### config.mk
export PLATFORM = sky130hd
export DESIGN_NAME = tdc_point_capture
export DESIGN_NICKNAME = d
export VERILOG_FILES = /design/src/rtl/tdc_pkg.sv /design/src/rtl/tdc_serial_rx.sv /design/src/rtl/tdc_word_buf.sv /design/src/rtl/tdc_acq_timer.sv /design/src/rtl/tdc_point_capture.sv
export SDC_FILE = /design/constraint.sdc
export NUM_CORES = 1
export LEC_CHECK = 0
export ABC_AREA = 0
export BUFFER_PORTS_ARGS = -buffer_cell sky130_fd_sc_hd__buf_2
export CORE_MARGIN = 2
export CORE_UTILIZATION = 60
export CTS_CLUSTER_DIAMETER = 60
export DETAILED_ROUTE_END_ITERATION = 10
export PLACE_DENSITY = 0.83
export SLEW_MARGIN = 10
export SYNTH_ARGS = -nofsm -noshare
export SYNTH_HDL_FRONTEND = slang
export SYNTH_HIERARCHICAL = 1
export SYNTH_SLANG_ARGS = --single-unit
### constraint.sdc
create_clock -name clk -period 5.2 [get_ports clk]
set_input_delay 0.26 -clock clk [delete_from_list [all_inputs] [get_ports clk]]
set_output_delay 0.26 -clock clk [all_outputs]
set_load 0.03 [all_outputs]
### src/rtl/tdc_pkg.sv
package tdc_pkg;
  typedef enum logic [1:0] {
    ST_IDLE,
    ST_TRIG,
    ST_WIN,
    ST_CAP
  } acq_st_e;
endpackage

### src/rtl/tdc_serial_rx.sv
module tdc_serial_rx #(
  parameter int WORD_W = 32
) (
  input  logic              clk,
  input  logic              rst,
  input  logic              clr,
  input  logic              en,
  input  logic              bit_v,
  input  logic              bit_d,
  output logic [WORD_W-1:0] word_o,
  output logic              word_v_o
);
  localparam int CNT_W = $clog2(WORD_W);

  logic [CNT_W-1:0]  bcnt;
  logic [WORD_W-1:0] shreg;

  always_ff @(posedge clk) begin
    if (rst || clr) begin
      bcnt     <= '0;
      word_v_o <= 1'b0;
    end else begin
      word_v_o <= 1'b0;
      if (en && bit_v) begin
        shreg <= {shreg[WORD_W-2:0], bit_d};
        bcnt  <= bcnt + 1'b1;
        if (bcnt == CNT_W'(WORD_W-1)) word_v_o <= 1'b1;
      end
    end
  end

  assign word_o = shreg;


  word_gap_chk: assert property (@(posedge clk) disable iff (rst)
    word_v_o |=> !word_v_o);
endmodule

### src/rtl/tdc_word_buf.sv
module tdc_word_buf #(
  parameter int DEPTH  = 16,
  parameter int WORD_W = 32,
  localparam int AW    = $clog2(DEPTH)
) (
  input  logic              clk,
  input  logic              we,
  input  logic [AW-1:0]     wa,
  input  logic [WORD_W-1:0] wd,
  input  logic [AW-1:0]     ra,
  output logic [WORD_W-1:0] rd
);
  logic [WORD_W-1:0] mem [DEPTH];

  always_ff @(posedge clk) begin
    if (we) mem[wa] <= wd;
    rd <= mem[ra];
  end
endmodule

### src/rtl/tdc_acq_timer.sv
module tdc_acq_timer
  import tdc_pkg::*;
#(
  parameter int TRIG_CYC = 4,
  parameter int WIN_W    = 16
) (
  input  logic             clk,
  input  logic             rst,
  input  logic             start_i,
  input  logic [WIN_W-1:0] win_i,
  input  logic             finish_i,
  output logic             accept_o,
  output logic             cap_o,
  output logic             busy_o,
  output logic             laser_o,
  output logic             stop_o
);
  acq_st_e          st;
  logic [WIN_W-1:0] cnt;
  logic [WIN_W-1:0] win_lat;

  assign accept_o = (st == ST_IDLE) && start_i;
  assign cap_o    = (st == ST_CAP);
  assign busy_o   = (st != ST_IDLE);

  always_ff @(posedge clk) begin
    if (rst) begin
      st      <= ST_IDLE;
      cnt     <= '0;
      win_lat <= '0;
      laser_o <= 1'b0;
      stop_o  <= 1'b0;
    end else begin
      case (st)
        ST_IDLE: if (start_i) begin
          st      <= ST_TRIG;
          laser_o <= 1'b1;
          cnt     <= '0;
          win_lat <= (win_i == '0) ? WIN_W'(1) : win_i;
        end
        ST_TRIG: if (cnt == WIN_W'(TRIG_CYC-1)) begin
          st      <= ST_WIN;
          laser_o <= 1'b0;
          cnt     <= '0;
        end else begin
          cnt <= cnt + 1'b1;
        end
        ST_WIN: if (cnt == win_lat - 1'b1) begin
          st     <= ST_CAP;
          stop_o <= 1'b1;
        end else begin
          cnt <= cnt + 1'b1;
        end
        default: begin
          stop_o <= 1'b0;
          if (finish_i) st <= ST_IDLE;
        end
      endcase
    end
  end


  trig_on_start_chk: assert property (@(posedge clk) disable iff (rst)
    (st == ST_IDLE && start_i) |=> laser_o);

  stop_single_chk: assert property (@(posedge clk) disable iff (rst)
    stop_o |=> !stop_o);

  trig_stop_excl_chk: assert property (@(posedge clk) disable iff (rst)
    !(laser_o && stop_o));

  no_retrigger_chk: assert property (@(posedge clk) disable iff (rst)
    (st == ST_WIN) |=> !laser_o);
endmodule

### src/rtl/tdc_point_capture.sv
module tdc_point_capture #(
  parameter int TRIG_CYC   = 4,
  parameter int WIN_W      = 16,
  parameter int NUM_GRP    = 4,
  parameter int CH_PER_GRP = 4,
  parameter int WORD_W     = 32,
  parameter int TAG_W      = 12,
  localparam int NUM_CH    = NUM_GRP * CH_PER_GRP,
  localparam int PTR_W     = $clog2(NUM_CH)
) (
  input  logic              clk,
  input  logic              rst,
  input  logic              start_i,
  input  logic [WIN_W-1:0]  acq_win_i,
  input  logic              ser_valid_i,
  input  logic              ser_bit_i,
  input  logic [PTR_W-1:0]  rd_addr_i,
  output logic              laser_trig_o,
  output logic              stop_o,
  output logic              busy_o,
  output logic              done_o,
  output logic              seq_err_o,
  output logic [WORD_W-1:0] rd_data_o
);
  logic              accept, cap, finish, word_v, wr_en, tag_bad;
  logic [WORD_W-1:0] word;
  logic [PTR_W-1:0]  wr_ptr;

  tdc_acq_timer #(.TRIG_CYC(TRIG_CYC), .WIN_W(WIN_W)) u_timer (
    .clk(clk), .rst(rst), .start_i(start_i), .win_i(acq_win_i),
    .finish_i(finish), .accept_o(accept), .cap_o(cap), .busy_o(busy_o),
    .laser_o(laser_trig_o), .stop_o(stop_o)
  );

  tdc_serial_rx #(.WORD_W(WORD_W)) u_rx (
    .clk(clk), .rst(rst), .clr(accept), .en(cap), .bit_v(ser_valid_i),
    .bit_d(ser_bit_i), .word_o(word), .word_v_o(word_v)
  );

  tdc_word_buf #(.DEPTH(NUM_CH), .WORD_W(WORD_W)) u_buf (
    .clk(clk), .we(wr_en), .wa(wr_ptr), .wd(word), .ra(rd_addr_i),
    .rd(rd_data_o)
  );

  assign wr_en   = word_v && cap;
  assign finish  = wr_en && (wr_ptr == PTR_W'(NUM_CH-1));
  assign tag_bad = word[WORD_W-1 -: TAG_W] != TAG_W'(wr_ptr);

  always_ff @(posedge clk) begin
    if (rst) begin
      wr_ptr    <= '0;
      done_o    <= 1'b0;
      seq_err_o <= 1'b0;
    end else begin
      done_o <= finish;
      if (accept) begin
        wr_ptr    <= '0;
        seq_err_o <= 1'b0;
      end else if (wr_en) begin
        wr_ptr <= wr_ptr + 1'b1;
        if (tag_bad) seq_err_o <= 1'b1;
      end
    end
  end


  done_pulse_chk: assert property (@(posedge clk) disable iff (rst)
    done_o |=> !done_o);

  done_idle_chk: assert property (@(posedge clk) disable iff (rst)
    done_o |-> !busy_o);

  err_hold_chk: assert property (@(posedge clk) disable iff (rst)
    ($past(seq_err_o) && !$past(accept)) |-> seq_err_o);
endmodule

==> results of run 1 <==
## sequential cells by signal, summed over array words and instances (netlist names)
name and count:
u_timer/win_lat 16, u_timer/stop_o 1, u_timer/cnt 16, seq_err_o 1, u_rx/word_v_o 1, u_buf/mem 512, u_buf/rd 32, u_rx/word_o 32
u_rx/bcnt 5, u_timer/st 2, wr_ptr 4, done_o 1, u_timer/laser_o 1
## kinds of logic after synthesis
group / after synthesis / synth area share, %
buffers and inverters: 83 / 1.51
adder cells (fa/ha/maj): 10 / 0.519
AND/OR/NAND/NOR: 263 / 5.59
multiplexers: 144 / 12.7
XOR/XNOR: 33 / 1.20
AO/OA/AOI/OAI: 148 / 4.15
flip-flops: 624 / 74.4
## through the flow
step | instance area (um^2) | instances | power, mW
floorplan | 24100 | 1305 | 6.28
global placement | 25100 | 1840 | 6.45
detailed placement | 25100 | 1840 | 6.49
CTS | 27200 | 1967 | 10.7
global route | 27200 | 1967 | 11.0
finish | 27200 | 1967 | 10.6
## final cells by class
class | instances | area [um^2] | area share, %
clock buffer | 79 | 1650 | 6.08
multi-input combinational | 598 | 5960 | 21.9
sequential | 624 | 17900 | 66.0
timing repair buffer | 102 | 682 | 2.51
tap | 525 | 657 | 2.42
inverter | 9 | 33.8 | 0.124
clock inverter | 30 | 258 | 0.948
## worst paths after layout
check,start,end
worst max-delay path,u_timer/win_lat[0],u_timer/cnt[0]
worst min-delay path,rst,u_timer/laser_o
worst max register to register,u_timer/win_lat[0],u_timer/cnt[0]
worst min register to register,u_rx/bcnt[4],u_rx/bcnt[4]
## worst max-delay path, cell delays in order (launching register included)
cell and delay, ps:
dfxtp_1 330, inv_1 100, ha_1 240, nor4b_1 780, a31oi_1 180, a221oi_1 340
nor3_1 140, nor4_4 1040, a21o_1 280, mux2_1 330
## power groups by stage
stage	clock, mW	sequential [mW]	combinational (mW)
3_3_place_gp	0	5.60	0.847
3_5_place_dp	0	5.61	0.875
2_1_floorplan	0	5.65	0.625
4_1_cts	4.29	5.50	0.892
6_report	4.24	5.51	0.899
5_1_grt	4.47	5.51	0.974
## placed cells by master, fill, tap and decap left out, types with 14 or more instances in the layout
master | netlist | layout
nor3_1 | 22 | 18
nand2_1 | 102 | 102
a21oi_1 | 52 | 52
nand3_1 | 16 | 16
buf_4 | 9 | 23
mux4_2 | 128 | 128
or4_1 | 22 | 22
dfxtp_1 | 80 | 80
clkbuf_16 | 0 | 61
edfxtp_1 | 544 | 544
nor2_4 | 0 | 14
buf_2 | 9 | 59
xnor2_1 | 22 | 22
a22oi_1 | 65 | 65
nor2_1 | 31 | 17
dlygate4sd3_1 | 0 | 18
## per-layer routing
layer  up-vias  share of wire, %  track usage, %
li1       5446                 -               -
met1      6611                37            35.4
met2       720                52            45.3
met4         0               2.5            8.64
met5         -                 0               0
met3        99               8.9            5.47
==> flow_results.xml, run 1 <==
<?xml version="1.0" encoding="UTF-8"?>
<metrics>
  <group name="finish">
    <metric name="layout.filler_cells" unit="">2377</metric>
    <metric name="count_of_antenna_diodes_in_the_layout" unit="">0</metric>
    <metric name="post-route-util" unit="%">68.4</metric>
    <metric name="drive_gt1_share" unit="%">23.8</metric>
    <metric name="finalNetCount" unit="">1428</metric>
    <metric name="syn2layout_area_growth" unit="%">12.7</metric>
  </group>
  <group name="detailed_routing">
    <metric name="final_antenna_net_count" unit="">0</metric>
    <metric name="post-route-drc-count" unit="">0</metric>
    <metric name="vias_per_cell" unit="">6.55</metric>
    <metric name="route.detailed.wl_per_inst" unit="um">27.7</metric>
    <metric name="drt-total-wl" unit="mm">54.4</metric>
    <metric name="dr.first_iter.drc_count" unit="">1445</metric>
    <metric name="first_pass_drt_iterations" unit="">5</metric>
    <metric name="via_count" unit="">12900</metric>
  </group>
  <group name="timing">
    <metric name="min_clock_period_post_route" unit="ps">3880</metric>
    <metric name="min_period_over_period" unit="%">74.7</metric>
    <metric name="slew_violations" unit="">0</metric>
    <metric name="hold_violations" unit="">0</metric>
    <metric name="finalSetupViolCount" unit="">0</metric>
    <metric name="maxSlewHeadroom" unit="%">18.3</metric>
    <metric name="slew_at_the_pin_with_the_worst_max_slew_slack" unit="ps">1220</metric>
    <metric name="final.hold.worst_slack" unit="ps">249</metric>
    <metric name="fin_setup_tns" unit="ps">0</metric>
    <metric name="fin_ws" unit="ps">1320</metric>
    <metric name="maxClockFrequency" unit="GHz">0.257</metric>
    <metric name="unrepaired_setup_endpoints_after_global_routing" unit="">false</metric>
    <metric name="worst_clock_skew" unit="ps">21.6</metric>
  </group>
  <group name="clock_tree">
    <metric name="postCtsHoldBufs" unit="">18</metric>
    <metric name="cts-root-buf" unit="">clkbuf_16</metric>
    <metric name="cts-buffers-inserted" unit="">58</metric>
    <metric name="cts_repair_resize_count" unit="">0</metric>
    <metric name="sink_count" unit="">624</metric>
    <metric name="cts.repair_timing.setup_buffer_count" unit="">0</metric>
    <metric name="htree_num_levels" unit="">2</metric>
    <metric name="clock_tree.buffer_depth" unit="">3</metric>
    <metric name="cts.reportedPaths.clkPinSlew" unit="ps">60</metric>
    <metric name="worst_skew_pair.late_latency" unit="ps">610</metric>
    <metric name="tritoncts" unit="">done</metric>
  </group>
  <group name="floorplanning">
    <metric name="placementRows" unit="">73</metric>
    <metric name="io-pin-count" unit="">62</metric>
    <metric name="die_width" unit="um">205</metric>
    <metric name="die_h" unit="um">205</metric>
    <metric name="placeableCoreArea" unit="um^2">39700</metric>
    <metric name="start_util" unit="%">60.7</metric>
    <metric name="die_footprint" unit="um^2">41800</metric>
  </group>
  <group name="run_status">
    <metric name="status" unit="">completed</metric>
  </group>
  <group name="power_and_ir_drop">
    <metric name="peak_supply_drop" unit="mV">0.389</metric>
    <metric name="power.net_switching" unit="mW">2.45</metric>
    <metric name="clkPwrFrac" unit="%">39.8</metric>
    <metric name="sequentialPowerShare" unit="%">51.7</metric>
    <metric name="sw_frac_of_total" unit="%">23.0</metric>
    <metric name="internal-power" unit="mW">8.20</metric>
    <metric name="static-leakage-power" unit="nW">8.68</metric>
    <metric name="power_per_unit_of_standard_cell_area" unit="nW/um^2">392</metric>
    <metric name="power.share.combinational" unit="%">8.4</metric>
  </group>
  <group name="logic_synthesis">
    <metric name="yosys.cell_count.top_type" unit="">edfxtp_1</metric>
    <metric name="synth.net_count" unit="">1340</metric>
    <metric name="syn_area_per_cell" unit="um^2">18.5</metric>
    <metric name="synthDistinctLibCells" unit="">61</metric>
    <metric name="netlist_area" unit="um^2">24100</metric>
    <metric name="synth_common_cells" unit="">544 x edfxtp_1, 128 x mux4_2, 102 x nand2_1</metric>
    <metric name="synth-seq-cells" unit="">624</metric>
    <metric name="synth_area_leader_cell" unit="">edfxtp_1</metric>
    <metric name="synth_enable_flop_cells" unit="">544</metric>
    <metric name="yosys_warning_count" unit="">6</metric>
    <metric name="synthesis.instances" unit="">1305</metric>
    <metric name="synth_top_cells_by_area" unit="">edfxtp_1 68%, mux4_2 12%, dfxtp_1 6.6%</metric>
    <metric name="post-synth-top-area-fraction" unit="%">67.7</metric>
    <metric name="synthFlopType" unit="">edfxtp_1</metric>
    <metric name="synth-seq-area-share" unit="%">74.4</metric>
    <metric name="postSynth.asyncResetShare" unit="%">0</metric>
  </group>
  <group name="worst_setup_path">
    <metric name="critPathRequiredTime" unit="ps">5680</metric>
    <metric name="timing_worst_setup_path_type" unit="">flip-flop to flip-flop</metric>
    <metric name="setup.reg_to_reg.worst_slack" unit="ps">1320</metric>
    <metric name="timing.critical_path.to_type" unit="">flip-flop</metric>
    <metric name="arrival" unit="ps">4370</metric>
    <metric name="r2r_cells" unit="">9</metric>
    <metric name="path_max_fanout" unit="">18</metric>
    <metric name="startpoint_type" unit="">flip-flop</metric>
  </group>
  <group name="worst_hold_path">
    <metric name="worst_hold_path_type" unit="">primary input to flip-flop</metric>
    <metric name="min_delay_path_depth" unit="">2</metric>
  </group>
  <group name="grt">
    <metric name="overflow_after_grt" unit="">0</metric>
    <metric name="grt_start_max_net_pins" unit="">82</metric>
    <metric name="grt_pass1_wl" unit="mm">81.8</metric>
    <metric name="initial_antenna_violation_count" unit="">0</metric>
    <metric name="first_global_vias" unit="">13200</metric>
    <metric name="grtUsageTotal" unit="%">26.8</metric>
  </group>
  <group name="place">
    <metric name="place_congestion" unit="">0.840</metric>
    <metric name="pre_cts_slack" unit="ps">1360</metric>
    <metric name="place.port_buffers" unit="">61</metric>
    <metric name="post-dp-hpwl" unit="mm">27.4</metric>
  </group>
  <group name="run">
    <metric name="maxCapViolations" unit="">0</metric>
  </group>
</metrics>
No activity file was read; power rests on OpenSTA's default activity.
==> inputs of run 2 (changes only) <==
--- a/config.mk
+++ b/config.mk
@@ -5,7 +5,7 @@
 export SDC_FILE = /design/constraint.sdc
 export NUM_CORES = 1
 export LEC_CHECK = 0
-export ABC_AREA = 0
+export ABC_AREA = 1
 export BUFFER_PORTS_ARGS = -buffer_cell sky130_fd_sc_hd__buf_2
 export CORE_MARGIN = 2
 export CORE_UTILIZATION = 60
==> constraint.sdc (replaced) <==
create_clock -name clk -period 3.95 [get_ports clk]
set_input_delay 0.1975 -clock clk [delete_from_list [all_inputs] [get_ports clk]]
set_output_delay 0.1975 -clock clk [all_outputs]
set_load 0.03 [all_outputs]
==> run 2 against run 1 <==
  * Worst setup slack worse by 250 ps
  * Largest power group unchanged
  * Count of clock-buffer cells in the layout up 3
  * Cell count up 69%
  * Routed wire length up 18%
  * Critical endpoint is now u_buf/mem[15][23]
  * Critical path depth down 4
  * Non-clock buffer count down 3
  * Combinational power up 56%
  * Sequential cell count unchanged
==> flow_results.xml, run 2 <==
<?xml version="1.0" encoding="UTF-8"?>
<metrics>
  <group name="finish">
    <metric name="layout.area.seq" unit="um^2">17900</metric>
    <metric name="count_of_antenna_diodes_in_the_layout" unit="">0</metric>
    <metric name="finalNetCount" unit="">2716</metric>
    <metric name="drive_gt1_share" unit="%">8.13</metric>
    <metric name="layout_common_cells" unit="">808 x nand2_1, 544 x edfxtp_1, 435 x inv_1</metric>
    <metric name="max_flop_register" unit="">u_buf/mem</metric>
    <metric name="syn2layout_area_growth" unit="%">10.2</metric>
    <metric name="mostFrequentLayoutCell" unit="">nand2_1</metric>
    <metric name="layout.filler_cells" unit="">3093</metric>
    <metric name="multiInputGateArea" unit="um^2">6630</metric>
    <metric name="post_layout_nonfiller_instances" unit="">3323</metric>
    <metric name="largest_reg_flops" unit="">512</metric>
    <metric name="fin_area" unit="um^2">29600</metric>
  </group>
  <group name="power_and_ir_drop">
    <metric name="static-leakage-power" unit="nW">12.4</metric>
    <metric name="peak_supply_drop" unit="mV">0.478</metric>
    <metric name="power_per_unit_of_standard_cell_area" unit="nW/um^2">487</metric>
  </group>
  <group name="place">
    <metric name="place_congestion" unit="">0.880</metric>
    <metric name="place.port_buffers" unit="">61</metric>
    <metric name="post-dp-hpwl" unit="mm">36.6</metric>
    <metric name="placed_cell_area" unit="um^2">27500</metric>
    <metric name="pre_cts_slack" unit="ps">1110</metric>
    <metric name="post-place-cells" unit="">3194</metric>
  </group>
  <group name="grt">
    <metric name="grtUsageTotal" unit="%">27.7</metric>
    <metric name="overflow_after_grt" unit="">0</metric>
    <metric name="first_global_vias" unit="">18200</metric>
    <metric name="grt_start_max_net_pins" unit="">257</metric>
    <metric name="initial_antenna_violation_count" unit="">0</metric>
    <metric name="grt_pass1_wl" unit="mm">99.4</metric>
  </group>
  <group name="floorplanning">
    <metric name="die_h" unit="um">216</metric>
    <metric name="placeableCoreArea" unit="um^2">44200</metric>
    <metric name="die_width" unit="um">216</metric>
    <metric name="io-pin-count" unit="">62</metric>
    <metric name="placementRows" unit="">77</metric>
    <metric name="die_footprint" unit="um^2">46500</metric>
    <metric name="start_util" unit="%">60.8</metric>
  </group>
  <group name="timing">
    <metric name="maxClockFrequency" unit="GHz">0.346</metric>
    <metric name="fin_setup_tns" unit="ps">0</metric>
    <metric name="slew_violations" unit="">0</metric>
    <metric name="slew_at_the_pin_with_the_worst_max_slew_slack" unit="ps">1210</metric>
    <metric name="worst_clock_skew" unit="ps">29.0</metric>
    <metric name="unrepaired_setup_endpoints_after_global_routing" unit="">false</metric>
    <metric name="hold_violations" unit="">0</metric>
    <metric name="min_period_over_period" unit="%">73.1</metric>
    <metric name="finalSetupViolCount" unit="">0</metric>
    <metric name="final.hold.worst_slack" unit="ps">154</metric>
    <metric name="maxSlewHeadroom" unit="%">19.3</metric>
    <metric name="min_clock_period_post_route" unit="ps">2890</metric>
    <metric name="fin_ws" unit="ps">1060</metric>
  </group>
  <group name="detailed_routing">
    <metric name="first_pass_drt_iterations" unit="">6</metric>
    <metric name="route.detailed.wl_per_inst" unit="um">19.3</metric>
    <metric name="post-route-drc-count" unit="">0</metric>
    <metric name="vias_per_cell" unit="">5.58</metric>
    <metric name="via_count" unit="">18500</metric>
    <metric name="drt-total-wl" unit="mm">64.2</metric>
    <metric name="dr.first_iter.drc_count" unit="">2573</metric>
    <metric name="final_antenna_net_count" unit="">0</metric>
  </group>
  <group name="logic_synthesis">
    <metric name="synth.mux.area_fraction" unit="%">0</metric>
    <metric name="synth-seq-area-share" unit="%">66.7</metric>
    <metric name="syn_area_per_cell" unit="um^2">10.2</metric>
    <metric name="yosys.cell_count.top_type" unit="">nand2_1</metric>
    <metric name="synthDistinctLibCells" unit="">45</metric>
    <metric name="synth_common_cells" unit="">808 x nand2_1, 544 x edfxtp_1, 436 x inv_1</metric>
    <metric name="yosys_warning_count" unit="">6</metric>
    <metric name="synth_top_cells_by_area" unit="">edfxtp_1 61%, nand2_1 11%, nand3_1 7.7%</metric>
    <metric name="basic_gate_share_of_the_synthesized_area_counting_and_or_nand_and_nor_cells" unit="%">21.8</metric>
    <metric name="post-synth-top-area-fraction" unit="%">60.8</metric>
    <metric name="synthFlopType" unit="">edfxtp_1</metric>
    <metric name="synth_area_leader_cell" unit="">edfxtp_1</metric>
    <metric name="synthesis.instances" unit="">2641</metric>
    <metric name="netlist_area" unit="um^2">26900</metric>
    <metric name="synth.net_count" unit="">2676</metric>
    <metric name="synth_compound_gate_area_share" unit="%">1.25</metric>
    <metric name="synth_enable_flop_cells" unit="">544</metric>
    <metric name="post_synth_fa_ha_maj_area_fraction" unit="%">0.465</metric>
    <metric name="yosys.area_share.xor_xnor" unit="%">0.652</metric>
    <metric name="synth-seq-cells" unit="">624</metric>
    <metric name="postSynth.asyncResetShare" unit="%">0</metric>
    <metric name="dominant_combinational_cell_family_by_area_after_synthesis" unit="">simple AND/OR/NAND/NOR gates</metric>
  </group>
  <group name="worst_setup_path">
    <metric name="arrival" unit="ps">3110</metric>
    <metric name="timing.critical_path.to_type" unit="">flip-flop</metric>
    <metric name="timing_worst_setup_path_type" unit="">flip-flop to flip-flop</metric>
    <metric name="critical-path-top-delay-family" unit="">simple AND/OR/NAND/NOR gates</metric>
    <metric name="timing.critical_path.cells" unit="">ha_1, nand2_2, inv_1, nand3_1, nor2_4</metric>
    <metric name="critPathRequiredTime" unit="ps">4180</metric>
    <metric name="startpoint_type" unit="">flip-flop</metric>
    <metric name="critical-path-slowest-cell" unit="">nor2_4</metric>
    <metric name="cp.buffers_inverters" unit="">1</metric>
    <metric name="critPathLaunch" unit="">u_timer/st[0]</metric>
    <metric name="crit_path_max_incr_delay" unit="ps">1030</metric>
    <metric name="path_max_fanout" unit="">32</metric>
    <metric name="r2r_start" unit="">u_timer/st[0]</metric>
  </group>
  <group name="run">
    <metric name="maxCapViolations" unit="">0</metric>
  </group>
  <group name="clock_tree">
    <metric name="clock_tree.buffer_depth" unit="">3</metric>
    <metric name="tritoncts" unit="">done</metric>
    <metric name="sink_count" unit="">624</metric>
    <metric name="cts.reportedPaths.clkPinSlew" unit="ps">60</metric>
    <metric name="cts-root-buf" unit="">clkbuf_16</metric>
    <metric name="htree_num_levels" unit="">2</metric>
    <metric name="worst_skew_pair.late_latency" unit="ps">630</metric>
    <metric name="cts.repair_timing.setup_buffer_count" unit="">0</metric>
    <metric name="cts-buffers-inserted" unit="">59</metric>
  </group>
  <group name="worst_hold_path">
    <metric name="hp-start" unit="">start_i</metric>
    <metric name="worst_hold_path_type" unit="">primary input to flip-flop</metric>
  </group>
  <group name="run_status">
    <metric name="status" unit="">completed</metric>
  </group>
</metrics>
run 2: changes by cell type after synthesis, sizes merged, moves of 23 or more:
cell	change
mux4	-128
nand3	+400
nand2	+709
a22oi	-65
nor2	+62
inv	+436
buf	+66
or4	-23
run 2: cell type report:
cell class / count / share of cell area [%]
clock buffers: 82 / 5.52
clock inverters: 29 / 1.14
inverters: 444 / 5.66
multi-input cells: 1453 / 22.4
flip-flops and latches: 624 / 60.6
well taps: 592 / 2.50
repair buffers: 99 / 2.26
run 2: path summary, 6_finish.rpt:
| check | endpoint | slack (ps) | cells past startpoint |
|---|---|---|---|
| min reg2reg | u_timer/laser_o | 480 | 2 |
| max reg2reg | u_buf/mem[15][23] | 1060 | 5 |
| max | u_buf/mem[15][23] | 1060 | 5 |
| min | u_timer/st[1] | 150 | 4 |
run 2: cell families (layout without fill, tap and decap cells):
kind of cell    after synthesis  in the layout
fa+ha+maj                    10             10
compound gates               58             58
simple gates               1365           1365
flops                       624            624
buf+inv                     564            654
xor+xnor                     20             20
run 2: power breakdown:
group,switching (mW),internal (mW),total [mW]
logic,0.976,0.419,1.40
registers,0.106,7.18,7.28
clock network,2.39,3.34,5.74
total,3.47,10.9,14.4
run 2: routing by layer:
layer  part of all wire, %  vias to the layer above  GRT usage, %
li1                      -                     8633             -
met1                    37                     8761          36.8
met2                    49                     1009          46.3
met3                    11                      143          5.54
met4                   2.7                        0          8.97
met5                     0                        -             0
run 2: worst min-delay path, cell delays in order:
cell and delay, ps:
buf_2 120, o21a_1 230, nand3_1 100, a21oi_1 60
run 2: per-stage QoR:
stage	util, %	total power [mW]
floorplan	-	8.43
global placement	62.1	8.73
detailed placement	62.1	8.77
CTS	67.0	14.5
global route	67.0	14.9
finish	67.0	14.4
run 2: timing repair:
item	CTS	global route
gates resized for setup	0	0
hold buffers	18	0
setup endpoints to repair	0	0
hold endpoints to repair	18	0
==> inputs of run 3 (changes only) <==
==> constraint.sdc (replaced) <==
create_clock -name clk -period 2.8 [get_ports clk]
set_input_delay 0.14 -clock clk [delete_from_list [all_inputs] [get_ports clk]]
set_output_delay 0.14 -clock clk [all_outputs]
set_load 0.03 [all_outputs]
==> run 3 against run 2 <==
  * Worst setup slack worse by 850 ps
  * Via count up 2.5%
  * Sequential share of layout area down 1.1 points
  * Combinational power up 43%
  * Core utilization up 1.3 points
  * Total power up 43%
  * Clock power up 46%
  * Non-clock buffer count up 26
  * Die area unchanged
==> flow_results.xml, run 3 (synthesis gave the netlist of run 2 again) <==
<?xml version="1.0" encoding="UTF-8"?>
<metrics>
  <group name="clock_tree">
    <metric name="tritoncts" unit="">done</metric>
    <metric name="postCtsHoldBufs" unit="">20</metric>
    <metric name="htree_num_levels" unit="">2</metric>
    <metric name="worst_skew_pair.late_latency" unit="ps">630</metric>
    <metric name="cts-root-buf" unit="">clkbuf_16</metric>
    <metric name="clock_tree.buffer_depth" unit="">3</metric>
    <metric name="cts.repair_timing.setup_buffer_count" unit="">0</metric>
    <metric name="sink_count" unit="">624</metric>
    <metric name="cts_repair_resize_count" unit="">0</metric>
    <metric name="cts.reportedPaths.clkPinSlew" unit="ps">60</metric>
    <metric name="cts-buffers-inserted" unit="">60</metric>
  </group>
  <group name="finish">
    <metric name="drive_gt1_share" unit="%">9.42</metric>
    <metric name="syn2layout_area_growth" unit="%">12.3</metric>
    <metric name="post-route-util" unit="%">68.3</metric>
    <metric name="finalNetCount" unit="">2743</metric>
    <metric name="layout_common_cells" unit="">808 x nand2_1, 544 x edfxtp_1, 435 x inv_1</metric>
    <metric name="max_flop_register" unit="">u_buf/mem</metric>
    <metric name="count_of_antenna_diodes_in_the_layout" unit="">0</metric>
    <metric name="post_layout_nonfiller_instances" unit="">3351</metric>
    <metric name="mostFrequentLayoutCell" unit="">nand2_1</metric>
    <metric name="largest_reg_flops" unit="">512</metric>
  </group>
  <group name="timing">
    <metric name="fin_ws" unit="ps">213</metric>
    <metric name="maxSlewHeadroom" unit="%">40.8</metric>
    <metric name="slew_violations" unit="">0</metric>
    <metric name="maxClockFrequency" unit="GHz">0.387</metric>
    <metric name="final.hold.worst_slack" unit="ps">45.9</metric>
    <metric name="fin_setup_tns" unit="ps">0</metric>
    <metric name="slew_at_the_pin_with_the_worst_max_slew_slack" unit="ps">888</metric>
    <metric name="min_clock_period_post_route" unit="ps">2590</metric>
    <metric name="hold_violations" unit="">0</metric>
    <metric name="unrepaired_setup_endpoints_after_global_routing" unit="">false</metric>
    <metric name="finalSetupViolCount" unit="">0</metric>
    <metric name="min_period_over_period" unit="%">92.4</metric>
    <metric name="worst_clock_skew" unit="ps">30.2</metric>
  </group>
  <group name="power_and_ir_drop">
    <metric name="power_per_unit_of_standard_cell_area" unit="nW/um^2">683</metric>
    <metric name="peak_supply_drop" unit="mV">0.544</metric>
    <metric name="power.net_switching" unit="mW">4.95</metric>
    <metric name="sequentialPowerShare" unit="%">49.7</metric>
    <metric name="internal-power" unit="mW">15.7</metric>
    <metric name="sw_frac_of_total" unit="%">24.0</metric>
    <metric name="static-leakage-power" unit="nW">12.6</metric>
    <metric name="power.share.combinational" unit="%">9.7</metric>
    <metric name="clkPwrFrac" unit="%">40.5</metric>
  </group>
  <group name="detailed_routing">
    <metric name="vias_per_cell" unit="">5.67</metric>
    <metric name="via_count" unit="">19000</metric>
    <metric name="drt-total-wl" unit="mm">64.9</metric>
    <metric name="dr.first_iter.drc_count" unit="">2492</metric>
    <metric name="post-route-drc-count" unit="">0</metric>
    <metric name="final_antenna_net_count" unit="">0</metric>
    <metric name="first_pass_drt_iterations" unit="">6</metric>
    <metric name="route.detailed.wl_per_inst" unit="um">19.4</metric>
  </group>
  <group name="grt">
    <metric name="grt.busiest_layer" unit="">met2</metric>
    <metric name="first_global_vias" unit="">18900</metric>
    <metric name="groute.layer.met2.usage" unit="%">47.2</metric>
    <metric name="use_met1" unit="%">36.1</metric>
    <metric name="overflow_after_grt" unit="">0</metric>
    <metric name="grt_pass1_wl" unit="mm">101</metric>
    <metric name="initial_antenna_violation_count" unit="">0</metric>
    <metric name="gr-usage-met3" unit="%">5.68</metric>
    <metric name="grtUsageTotal" unit="%">28.0</metric>
    <metric name="grt_start_max_net_pins" unit="">129</metric>
  </group>
  <group name="worst_setup_path">
    <metric name="timing.critical_path.to_type" unit="">flip-flop</metric>
    <metric name="startpoint_type" unit="">primary input</metric>
    <metric name="timing_worst_setup_path_type" unit="">primary input to flip-flop</metric>
    <metric name="critPathRequiredTime" unit="ps">3350</metric>
    <metric name="timing.critical_path.cells" unit="">dlygate4sd3_1, buf_2, nor4_1, dlygate4sd3_1, nand4_1, dlygate4sd3_1, a221oi_1, dlygate4sd3_1</metric>
    <metric name="crit_path_max_incr_delay" unit="ps">590</metric>
    <metric name="arrival" unit="ps">3140</metric>
    <metric name="critical-path-slowest-cell" unit="">dlygate4sd3_1</metric>
    <metric name="path_max_fanout" unit="">2</metric>
    <metric name="setup.reg_to_reg.worst_slack" unit="ps">320</metric>
    <metric name="worst_path_most_repeated_cell" unit="">dlygate4sd3_1</metric>
  </group>
  <group name="run_status">
    <metric name="status" unit="">completed</metric>
  </group>
  <group name="run">
    <metric name="maxCapViolations" unit="">0</metric>
  </group>
  <group name="floorplanning">
    <metric name="die_width" unit="um">216</metric>
    <metric name="placeableCoreArea" unit="um^2">44200</metric>
    <metric name="io-pin-count" unit="">62</metric>
    <metric name="start_util" unit="%">60.8</metric>
    <metric name="die_footprint" unit="um^2">46500</metric>
    <metric name="die_h" unit="um">216</metric>
    <metric name="placementRows" unit="">77</metric>
  </group>
  <group name="place">
    <metric name="place_congestion" unit="">0.876</metric>
    <metric name="post-dp-hpwl" unit="mm">37.4</metric>
    <metric name="pre_cts_slack" unit="ps">320</metric>
    <metric name="post-place-cells" unit="">3218</metric>
    <metric name="place.port_buffers" unit="">61</metric>
  </group>
  <group name="worst_hold_path">
    <metric name="worst_hold_path_type" unit="">primary input to flip-flop</metric>
  </group>
</metrics>
-- run 3: cell count changes in the layout (fill, tap and decap cells not counted), sizes merged --
cell | before | now
buf | 81 | 105
clkinv | 17 | 15
dlygate4sd3 | 18 | 20
clkinvlp | 2 | 1
bufinv | 7 | 6
clkbuf | 82 | 88
-- run 3: worst paths after layout --
| kind | from | endpoint | cells past startpoint |
|---|---|---|---|
| worst min-delay path | start_i | u_timer/laser_o | 5 |
| worst min register to register | seq_err_o | seq_err_o | 2 |
| worst max-delay path | acq_win_i[4] | u_timer/win_lat[0] | 8 |
| worst max register to register | u_timer/st[1] | u_buf/mem[12][5] | 6 |
-- run 3: critical path: cells and delay by family --
family / cells / cell delay, ps
AO/OA/AOI/OAI: 1 / 230
buffers and inverters: 5 / 2420
AND/OR/NAND/NOR: 2 / 350
-- run 3: layer usage --
layer | vias to the layer above | routed length [um] | share of wire [%]
met1 | 9026 | 23900 | 37
met4 | 0 | 1930 | 3.0
li1 | 8703 | - | -
met5 | - | 0 | 0
met2 | 1120 | 32200 | 50
met3 | 153 | 6840 | 11
-- run 3: final cells by class --
cell class                      count  area [um^2]
Multi-Input combinational cell   1453         6630
Clock inverter                     25          305
Fill cell                        2985        14000
Timing Repair Buffer              125         1120
Clock buffer                       88         1780
Tap cell                          592          741
Sequential cell                   624        17900
Inverter                          444         1680
-- run 3: metrics by stage --
step / power, mW / area [um^2]
after floorplan: 11.9 / 26900
after global placement: 12.3 / 27900
after detailed placement: 12.4 / 27900
after CTS: 20.7 / 30200
after global routing: 21.3 / 30200
final: 20.6 / 30200
-- run 3: power by group through the flow --
stage	combinational, mW	sequential, mW	clock, mW
final	2.00	10.3	8.36
after global routing	2.21	10.3	8.82
after CTS	1.97	10.3	8.46
after detailed placement	1.93	10.5	0
after global placement	1.89	10.4	0
after floorplan	1.36	10.5	0
